--- src/rtl/dac_host_pkg.sv ---
`timescale 1ns/1ps
package dac_host_pkg;

    localparam int unsigned CODE_W  = 8;
    localparam int unsigned CHAN_W  = 2;
    localparam int unsigned NUM_CH  = 4;
    localparam int unsigned FRAME_W = 12;

    typedef enum logic [1:0] {
        OP_CHAN   = 2'd0,
        OP_CTRL   = 2'd1,
        OP_SYNC   = 2'd2,
        OP_COMMIT = 2'd3
    } op_e;

    typedef enum logic [2:0] {
        ST_IDLE,
        ST_LEAD,
        ST_HIGH,
        ST_LOW,
        ST_TAIL,
        ST_WINDOW,
        ST_GAP
    } seq_state_e;

    // Whole system cycles covering a time in ns, rounded up.
    function automatic int unsigned ns_to_cycles(input int unsigned ns,
                                                 input int unsigned period_ps);
        return (ns * 1000 + period_ps - 1) / period_ps;
    endfunction

    function automatic int unsigned max2(input int unsigned a, input int unsigned b);
        return (a > b) ? a : b;
    endfunction

endpackage

--- src/rtl/dac_host_framer.sv ---
`timescale 1ns/1ps
module dac_host_framer
    import dac_host_pkg::*;
(
    input  op_e                 op,
    input  logic [CHAN_W-1:0]   chan,
    input  logic [CODE_W-1:0]   code,
    input  logic [NUM_CH-1:0]   rng,
    input  logic [NUM_CH-1:0]   inh,
    input  logic                act,
    input  logic                mode,
    output logic [FRAME_W-1:0]  frame
);

    localparam int unsigned CH_PAD   = FRAME_W - 1 - CHAN_W - CODE_W;
    localparam int unsigned RNG_TOP  = FRAME_W - 2;
    localparam int unsigned INH_TOP  = RNG_TOP - NUM_CH;
    localparam int unsigned ACT_POS  = INH_TOP - NUM_CH;
    localparam int unsigned MODE_POS = ACT_POS - 1;

    logic [FRAME_W-1:0] chan_frame;
    logic [FRAME_W-1:0] ctrl_frame;

    assign chan_frame = {1'b0, chan, code, {CH_PAD{1'b0}}};

    // Channel 0 fields sit highest within each group.
    for (genvar i = 0; i < NUM_CH; i++) begin : g_ctrl_fields
        assign ctrl_frame[RNG_TOP - i] = rng[i];
        assign ctrl_frame[INH_TOP - i] = inh[i];
    end

    assign ctrl_frame[FRAME_W-1]      = 1'b1;
    assign ctrl_frame[ACT_POS]        = act;
    assign ctrl_frame[MODE_POS]       = mode;
    assign ctrl_frame[MODE_POS-1:0]   = '0;

    always_comb begin
        unique case (op)
            OP_CHAN:   frame = chan_frame;
            OP_CTRL:   frame = ctrl_frame;
            OP_SYNC:   frame = '0;
            OP_COMMIT: frame = '0;
        endcase
    end

endmodule

--- src/rtl/dac_host_timer.sv ---
`timescale 1ns/1ps
module dac_host_timer #(
    parameter int unsigned CNT_W = 8
) (
    input  logic             clk,
    input  logic             rst_n,
    input  logic             load,
    input  logic [CNT_W-1:0] load_val,
    output logic             expired
);

    logic [CNT_W-1:0] cnt;

    // Loaded with N, expires on the N-th cycle after the load edge.
    always_ff @(posedge clk or negedge rst_n) begin
        if (!rst_n) begin
            cnt <= '0;
        end else if (load) begin
            cnt <= load_val - CNT_W'(1);
        end else if (cnt != '0) begin
            cnt <= cnt - CNT_W'(1);
        end
    end

    assign expired = (cnt == '0);

endmodule

--- src/rtl/dac_host_shifter.sv ---
`timescale 1ns/1ps
module dac_host_shifter #(
    parameter int unsigned FRAME_W = 12
) (
    input  logic               clk,
    input  logic               rst_n,
    input  logic               load,
    input  logic [FRAME_W-1:0] frame_in,
    input  logic               shift,
    output logic               msb,
    output logic               last
);

    localparam int unsigned BW = $clog2(FRAME_W + 1);

    logic [FRAME_W-1:0] sr;
    logic [BW-1:0]      bits_left;

    always_ff @(posedge clk or negedge rst_n) begin
        if (!rst_n) begin
            sr        <= '0;
            bits_left <= '0;
        end else if (load) begin
            sr        <= frame_in;
            bits_left <= BW'(FRAME_W);
        end else if (shift) begin
            sr        <= {sr[FRAME_W-2:0], 1'b0};
            bits_left <= bits_left - BW'(1);
        end
    end

    assign msb  = sr[FRAME_W-1];
    assign last = (bits_left == BW'(1));

endmodule

--- src/rtl/dac_serial_host.sv ---
`timescale 1ns/1ps
module dac_serial_host
    import dac_host_pkg::*;
#(
    parameter int unsigned CLK_PERIOD_PS   = 8000,
    parameter int unsigned T_SCLK_HIGH_NS  = 400,
    parameter int unsigned T_SCLK_PER_NS   = 1000,
    parameter int unsigned T_SETUP_NS      = 50,
    parameter int unsigned T_HOLD_NS       = 50,
    parameter int unsigned T_EN_LEAD_NS    = 100,
    parameter int unsigned T_EN_LAG_NS     = 100,
    parameter int unsigned T_EN_GAP_NS     = 200
) (
    input  logic        clk,
    input  logic        rst_n,
    input  logic        cmd_valid,
    output logic        cmd_ready,
    input  logic [1:0]  cmd_op,
    input  logic [1:0]  cmd_chan,
    input  logic [7:0]  cmd_code,
    input  logic [3:0]  cmd_range,
    input  logic [3:0]  cmd_inhibit,
    input  logic        cmd_act,
    input  logic        cmd_mode,
    output logic        dac_sclk,
    output logic        dac_sdata,
    output logic        dac_en
);

    // Derived cycle counts.
    localparam int unsigned HIGH_CYC = max2(ns_to_cycles(T_SCLK_HIGH_NS, CLK_PERIOD_PS),
                                            ns_to_cycles(T_SETUP_NS, CLK_PERIOD_PS) + 1);
    localparam int unsigned LOW_CYC  = max2(ns_to_cycles(T_SCLK_PER_NS - T_SCLK_HIGH_NS, CLK_PERIOD_PS),
                                            ns_to_cycles(T_HOLD_NS, CLK_PERIOD_PS));
    localparam int unsigned LEAD_CYC = ns_to_cycles(T_EN_LEAD_NS, CLK_PERIOD_PS);
    localparam int unsigned LAG_CYC  = ns_to_cycles(T_EN_LAG_NS, CLK_PERIOD_PS);
    localparam int unsigned TAIL_CYC = max2(LOW_CYC, LAG_CYC);
    localparam int unsigned GAP_CYC  = ns_to_cycles(T_EN_GAP_NS, CLK_PERIOD_PS);
    localparam int unsigned MAX_CYC  = max2(max2(HIGH_CYC, TAIL_CYC), max2(LEAD_CYC, GAP_CYC));
    localparam int unsigned CNT_W    = $clog2(MAX_CYC + 1);

    seq_state_e         state, state_n;
    op_e                cur_op;
    logic               pulse_only;
    logic               accept;
    logic               is_frame_op;
    logic               tmr_load;
    logic [CNT_W-1:0]   tmr_val;
    logic               tmr_expired;
    logic               sh_load;
    logic               sh_shift;
    logic               sh_msb;
    logic               sh_last;
    logic               hi_entry;
    logic [FRAME_W-1:0] frame;

    assign cur_op      = op_e'(cmd_op);
    assign is_frame_op = (cur_op != OP_COMMIT);
    assign cmd_ready   = (state == ST_IDLE) || (state == ST_WINDOW);

    dac_host_framer u_framer (
        .op    (cur_op),
        .chan  (cmd_chan),
        .code  (cmd_code),
        .rng   (cmd_range),
        .inh   (cmd_inhibit),
        .act   (cmd_act),
        .mode  (cmd_mode),
        .frame (frame)
    );

    dac_host_timer #(.CNT_W(CNT_W)) u_timer (
        .clk      (clk),
        .rst_n    (rst_n),
        .load     (tmr_load),
        .load_val (tmr_val),
        .expired  (tmr_expired)
    );

    dac_host_shifter #(.FRAME_W(FRAME_W)) u_shifter (
        .clk      (clk),
        .rst_n    (rst_n),
        .load     (sh_load),
        .frame_in (frame),
        .shift    (sh_shift),
        .msb      (sh_msb),
        .last     (sh_last)
    );

    // State register.
    always_ff @(posedge clk or negedge rst_n) begin
        if (!rst_n) begin
            state      <= ST_IDLE;
            pulse_only <= 1'b0;
        end else begin
            state <= state_n;
            if (accept && state == ST_IDLE) begin
                pulse_only <= !is_frame_op;
            end
        end
    end

    // Next state and datapath controls.
    always_comb begin
        state_n  = state;
        accept   = 1'b0;
        tmr_load = 1'b0;
        tmr_val  = '0;
        sh_load  = 1'b0;
        sh_shift = 1'b0;
        unique case (state)
            ST_IDLE: begin
                if (cmd_valid) begin
                    accept   = 1'b1;
                    sh_load  = is_frame_op;
                    tmr_load = 1'b1;
                    tmr_val  = CNT_W'(LEAD_CYC);
                    state_n  = ST_LEAD;
                end
            end
            ST_LEAD: begin
                if (tmr_expired) begin
                    tmr_load = 1'b1;
                    if (pulse_only) begin
                        tmr_val = CNT_W'(GAP_CYC);
                        state_n = ST_GAP;
                    end else begin
                        tmr_val = CNT_W'(HIGH_CYC);
                        state_n = ST_HIGH;
                    end
                end
            end
            ST_HIGH: begin
                if (tmr_expired) begin
                    tmr_load = 1'b1;
                    if (sh_last) begin
                        tmr_val = CNT_W'(TAIL_CYC);
                        state_n = ST_TAIL;
                    end else begin
                        sh_shift = 1'b1;
                        tmr_val  = CNT_W'(LOW_CYC);
                        state_n  = ST_LOW;
                    end
                end
            end
            ST_LOW: begin
                if (tmr_expired) begin
                    tmr_load = 1'b1;
                    tmr_val  = CNT_W'(HIGH_CYC);
                    state_n  = ST_HIGH;
                end
            end
            ST_TAIL: begin
                if (tmr_expired) begin
                    state_n = ST_WINDOW;
                end
            end
            ST_WINDOW: begin
                if (cmd_valid) begin
                    accept   = 1'b1;
                    tmr_load = 1'b1;
                    if (is_frame_op) begin
                        sh_load = 1'b1;
                        tmr_val = CNT_W'(HIGH_CYC);
                        state_n = ST_HIGH;
                    end else begin
                        tmr_val = CNT_W'(GAP_CYC);
                        state_n = ST_GAP;
                    end
                end
            end
            ST_GAP: begin
                if (tmr_expired) begin
                    state_n = ST_IDLE;
                end
            end
            default: state_n = ST_IDLE;
        endcase
    end

    // Registered outputs, decoded from the next state.
    always_ff @(posedge clk or negedge rst_n) begin
        if (!rst_n) begin
            dac_en    <= 1'b0;
            dac_sclk  <= 1'b0;
            dac_sdata <= 1'b0;
            hi_entry  <= 1'b0;
        end else begin
            dac_en    <= (state_n == ST_LEAD) || (state_n == ST_HIGH) ||
                         (state_n == ST_LOW)  || (state_n == ST_TAIL) ||
                         (state_n == ST_WINDOW);
            dac_sclk  <= (state_n == ST_HIGH);
            hi_entry  <= (state_n == ST_HIGH) && (state != ST_HIGH);
            if (hi_entry) begin
                dac_sdata <= sh_msb;
            end
        end
    end

endmodule

--- config.mk ---
export PLATFORM = sky130hd
export DESIGN_NAME = dac_serial_host
export DESIGN_NICKNAME = d
export VERILOG_FILES = /design/src/rtl/dac_host_pkg.sv /design/src/rtl/dac_host_framer.sv /design/src/rtl/dac_host_timer.sv /design/src/rtl/dac_host_shifter.sv /design/src/rtl/dac_serial_host.sv
export SDC_FILE = /design/constraint.sdc
export NUM_CORES = 1
export LEC_CHECK = 0
export ABC_CLOCK_PERIOD_IN_PS = 1900
export BUFFER_PORTS_ARGS = -buffer_cell sky130_fd_sc_hd__buf_2
export CORE_MARGIN = 3
export CORE_UTILIZATION = 45
export CTS_CLUSTER_DIAMETER = 120
export DETAILED_ROUTE_END_ITERATION = 8
export PLACE_DENSITY_LB_ADDON = 0.08
export SLEW_MARGIN = 25
export SYNTH_ARGS = -nofsm -noshare
export SYNTH_HDL_FRONTEND = slang
export SYNTH_SLANG_ARGS = --single-unit
--- constraint.sdc ---
create_clock -name clk -period 1.9 [get_ports clk]
set_input_delay 0.38 -clock clk [delete_from_list [all_inputs] [get_ports clk]]
set_output_delay 0.38 -clock clk [all_outputs]
set_load 0.03 [all_outputs]
# == Yosys cells after proc, flatten, opt, wreduce, memory -nomap -nowiden ==
# Index checks and enable logic that the tools add are counted.
# totals
out_inout_bits,4
input_bits,25
wordCells,83
register_bits,31
# classes
add_sub_neg,3
n_mux,37
n_eq_ne,17
reduce_logical,17
# ops
cell,count
12-bit case mux with 3 select lines,1
7-bit case mux with 5 select lines,1
3-bit two-way mux,10
6-bit two-way mux,5
12-bit two-way mux,2
7-bit two-way mux,3
3-bit case mux with 7 select lines,1
3-bit equality test (second input constant),5
7-bit by 1-bit subtractor with 7-bit output (second input constant),2
3-bit by 2-bit equality test with 1-bit output (second input constant),4
4-bit two-way mux,3
1-bit two-way mux,9
7-bit logical NOT,1
7-bit nonzero test,1
3-bit by 1-bit equality test with 1-bit output (second input constant),2
1-bit logical OR,5
2-bit equality test (second input constant),2
4-bit by 1-bit equality test with 1-bit output (second input constant),1
1-bit case mux with 2 select lines,2
2-bit nonzero test,2
2-bit OR reduction,2
4-bit by 1-bit subtractor with 4-bit output (second input constant),1
3-bit logical NOT,1
3-bit by 2-bit != test with 1-bit output (second input constant),1
other kinds (6),7

# == Logic depth before layout (Yosys ltp) ==
# logic_depth
word_depth,9
ltp_mapped,9
depth_no_buf,8

# == Hierarchy ==
# From an unflattened synthesis, not the netlist that was laid out.
# unflattened
hier_cells,212
area_unflattened_um2,2054.5
# by_module_without_submodules
mod,area_per_inst_um2,cells_each,instances
dac_host_shifter,805.8,74,1
dac_serial_host,590.6,65,1
dac_host_timer,486.7,48,1
dac_host_framer,171.4,25,1

# == Worst setup path before layout ==
# Ideal clock, no wire load.
# synth_timing
kind,reg-to-reg
from,reg u_timer.cnt[5]
to,reg u_timer.cnt[4]
synth_period_minus_slack_ps,1973
path_buffers,0
setup_slack_ps,-73
required_ps,1779
setup_time_ps,121
t_arrival_ps,1852
stages_incl_launch_ff,9
path_cell_list,dfrtp_1 -> nor4_4 -> nand2_4 -> o31a_2 -> and2_1 -> ha_1 -> nand3_1 -> xor2_1 -> nor2_1
# synth_via
elab_chain_len,5
word_cells_on_any_way,11
classes_between,1 x add/sub; 7 x mux; 3 x reduce/logical
# synth_lines
item,line_no,rtl
start: declaration,dac_host_timer.sv:12,logic [CNT_W-1:0] cnt;
start signal: assignment,dac_host_timer.sv:19,cnt <= load_val - CNT_W'(1);
start signal: assignment,dac_host_timer.sv:21,cnt <= cnt - CNT_W'(1);
7-bit logical NOT,dac_host_timer.sv:25,assign expired = (cnt == '0);
"7-bit two-way mux, or another cell as far along",dac_serial_host.sv:134,if (tmr_expired) begin
7-bit case mux with 5 select lines,dac_serial_host.sv:111,unique case (state)
7-bit by 1-bit subtractor with 7-bit output,dac_host_timer.sv:19,
7-bit two-way mux,dac_host_timer.sv:18,end else if (load) begin
# Parallel ways exist; a longest one is shown, timed or not.
# A chain may end at the register's enable or synchronous reset.

# == Worst setup path in the final report ==
# layout_timing
from,reg u_timer.cnt[2]
to,reg u_timer.cnt[6]
# Same word-level chain as after synthesis.

==> results.tsv <==
stage	metric	value	unit
layout	area_growth	34.4	%
layout	layout.nets	288	
floorplan	dieHeight	71.3	um
layout	fillCellCount	340	
worst_setup_path	slowest_delay	0.41	ns
floorplan	die_area	0.00509	sq mm
grt	overflow	0	
clocking	cts_root_buf	clkbuf_8	
sta	worst_pin_slew	0.668	ns
sta	final-setup-viol-count	4	
worst_setup_path	worstSetupPathType	reg2reg	
floorplan	die_w	71.3	um
yosys	ys_seq_area_share	39.1	%
sta	clock_skew	0.0124	ns
place	portBuffers	28	
grt	use_met1	25.8	%
yosys	synth-edff-count	0	
layout	register_area	754	sq um
floorplan	core	0.00406	sq mm
clocking	cts.path.max_buffers	2	
place	hpwl	3580	um
routing	avgViaCountPerCell	5.56	
worst_setup_path	crit_fanout	4	
worst_setup_path	critPathSlowestCell	dfrtp_1	
floorplan	io_pins	29	
place	dp_slack	-0.0586	ns
sta	slew_headroom	55.5	%
floorplan	start_util	47.3	%
place	placed_area	0.00233	sq mm
routing	drc	0	
worst_setup_path	cp_cell_sequence	nor4_4 > nand2_4 > buf_6 > o311a_4 > and3b_1 > a31o_1 > a21oi_2	
yosys	synth_seq_cells	30	
yosys	async_reset_ff_share	100	%
layout	diodes	0	
routing	detail_route.iter0.violations	86	
yosys	synthTopCellsByCount	dfrtp_1, mux2i_1, o21ai_0	
sta	rsz0062_at_grt	true	
yosys	synthTopCellsByArea	dfrtp_1, mux2i_1, o21ai_0	
sta	tns	-0.0420	ns
sta	fmax	521	MHz
layout	final_layout_size_suffix_gt1_share	39.5	%
yosys	synth_cells	199	
clocking	insertion_delay	0.29	ns
routing	drtPass1Iterations	4	
clocking	tritoncts	yes	
sta	period_share	101	%
yosys	synth_warnings	0	
hold_path	hold_class	in2async	
yosys	yosysTopAreaCellShare	39.1	%
sta	fin_ws	-0.0211	ns
sta	hold_violations	0	
outcome	outcome	finished, violations left	
worst_setup_path	path_buf_inv	1	
pwr	power	3.33	mW
pwr	ir_worst_vdd	0.770	mV
sta	holdWs	0.123	ns
routing	wirelength	4860	um
layout	multi_input_area	0.00116	sq mm
outcome	violations	setup timing	
grt	globalRouteMet3Util	4.63	%
pwr	power_leakage	1.25	nW
clocking	clk_pin_slew_worst_paths	0.08	ns
clocking	clock-sinks	30	
clocking	cts_buffers	5	
place	gp_congestion	0.915	
layout	stdcell_area	0.00258	sq mm
worst_setup_path	arrival	2.13	ns
yosys	synth_ff_type	dfrtp_1	
grt	grt_start_max_net_pins	31	
yosys	syn_nets	227	
grt	grt_pass1_wl	8010	um
grt	track_usage	19.9	%
routing	ant_nets	0	
routing	wl_per_cell	15.6	um
yosys	synth.most_common_cell	dfrtp_1	
yosys	synthesis.area	0.00192	sq mm
grt	grt_pass1_vias	1696	
clocking	h-tree-depth	2	
worst_setup_path	end_kind	register	
grt	antenna_found_initial	0	
job	drv_cap	0	
floorplan	core.rowCount	23	
yosys	yosys.cell_types.count	51	
worst_setup_path	required	2.11	ns
grt	top_usage_layer	met2	
sta	period_minus_slack	1.92	ns
sta	drv_slew	0	
worst_setup_path	critPathTopFamily	simple AND/OR/NAND/NOR gates	
yosys	synth.avg_cell_area	9.64	sq um
grt	met2_usage	32.1	%
pwr	p_per_area	1290	mW/mm^2
routing	vias	1730	
yosys	yosysTopAreaCell	dfrtp_1	
worst_setup_path	startpoint_type	register	
clocking	hold_buffers	0	
-- sequential cells by signal, indices dropped and copies added, names as in the netlist --
register	flops
dac_sclk	1
u_shifter.sr	11
u_shifter.bits_left	4
hi_entry	1
dac_en	1
state	3
dac_sdata	1
u_timer.cnt	7
pulse_only	1
-- power by group --
group / internal (mW) / switching (mW)
clock network: 0.560 / 0.255
registers: 0.914 / 0.226
logic: 0.691 / 0.684
-- layout make-up --
| cell class | count | area share [%] |
|---|---|---|
| multi-input cells | 152 | 44.8 |
| well taps | 50 | 2.43 |
| clock inverters | 2 | 2.33 |
| flip-flops and latches | 30 | 29.3 |
| inverters | 7 | 1.02 |
| clock buffers | 6 | 3.20 |
| repair buffers | 64 | 16.9 |
-- path summary, 6_finish.rpt --
check                          startpoint                endpoint  slack (ns)  cells after the start
max                        u_timer.cnt[2]          u_timer.cnt[6]       -0.02                      7
min                                 rst_n  u_shifter.bits_left[2]        0.12                      1
max reg2reg                u_timer.cnt[2]          u_timer.cnt[6]       -0.02                      7
min reg2reg                    pulse_only              pulse_only        0.49                      2
max in group asynchronous           rst_n                state[1]        1.30                      1
min in group clk              cmd_code[0]         u_shifter.sr[1]        0.42                      3
-- metal layers --
metal  part of all wire [%]  up-vias
li1                       -      843
met1                     44      820
met2                     48       54
met3                    5.1       13
met4                    2.3        0
met5                      0        -
-- logic make-up (layout without fill, tap and decap cells) --
kind of cell             count (synthesis)  after routing  share of synthesized area, %
flip-flops                              30             30                          39.1
adder cells (fa/ha/maj)                  3              3                          1.96
AO/OA/AOI/OAI                           50             50                          17.1
multiplexers                            25             25                          13.1
buffers and inverters                   17             79                          4.11
AND/OR/NAND/NOR                         68             68                          21.8
XOR/XNOR                                 6              6                          2.74
-- what timing repair did --
item                                    4_1_cts  5_1_grt
hold endpoints to repair                      0        0
gates resized for setup                      11       10
setup buffers                                 3        2
gates cloned                                  0        0
pin swaps                                     7        2
endpoints found under the setup margin        5       19
-- placed cells by master, fill, tap and decap left out, drive strengths merged, types with 2 or more instances in the layout --
master,count
clkbuf,7
or2,3
nand3,6
xor2,4
nand4,2
mux2i,24
inv,7
or3,9
a21oi,8
and2b,2
nand2b,3
a211oi,3
o21ai,21
nor2,20
and3,2
xnor2,2
ha,3
and2,3
nand2,11
nor4,2
and3b,2
a31oi,2
bufinv,2
o31ai,3
buf,63
o21a,2
dfrtp,30
o31a,2
-- stage by stage --
stage	util [%]	cells
detailed placement	57.4	298
global route	63.6	311
CTS	62.3	309
global placement	57.4	298
finish	63.6	311
floorplan	-	199
Note: power is estimated with default switching activity, not from simulation.
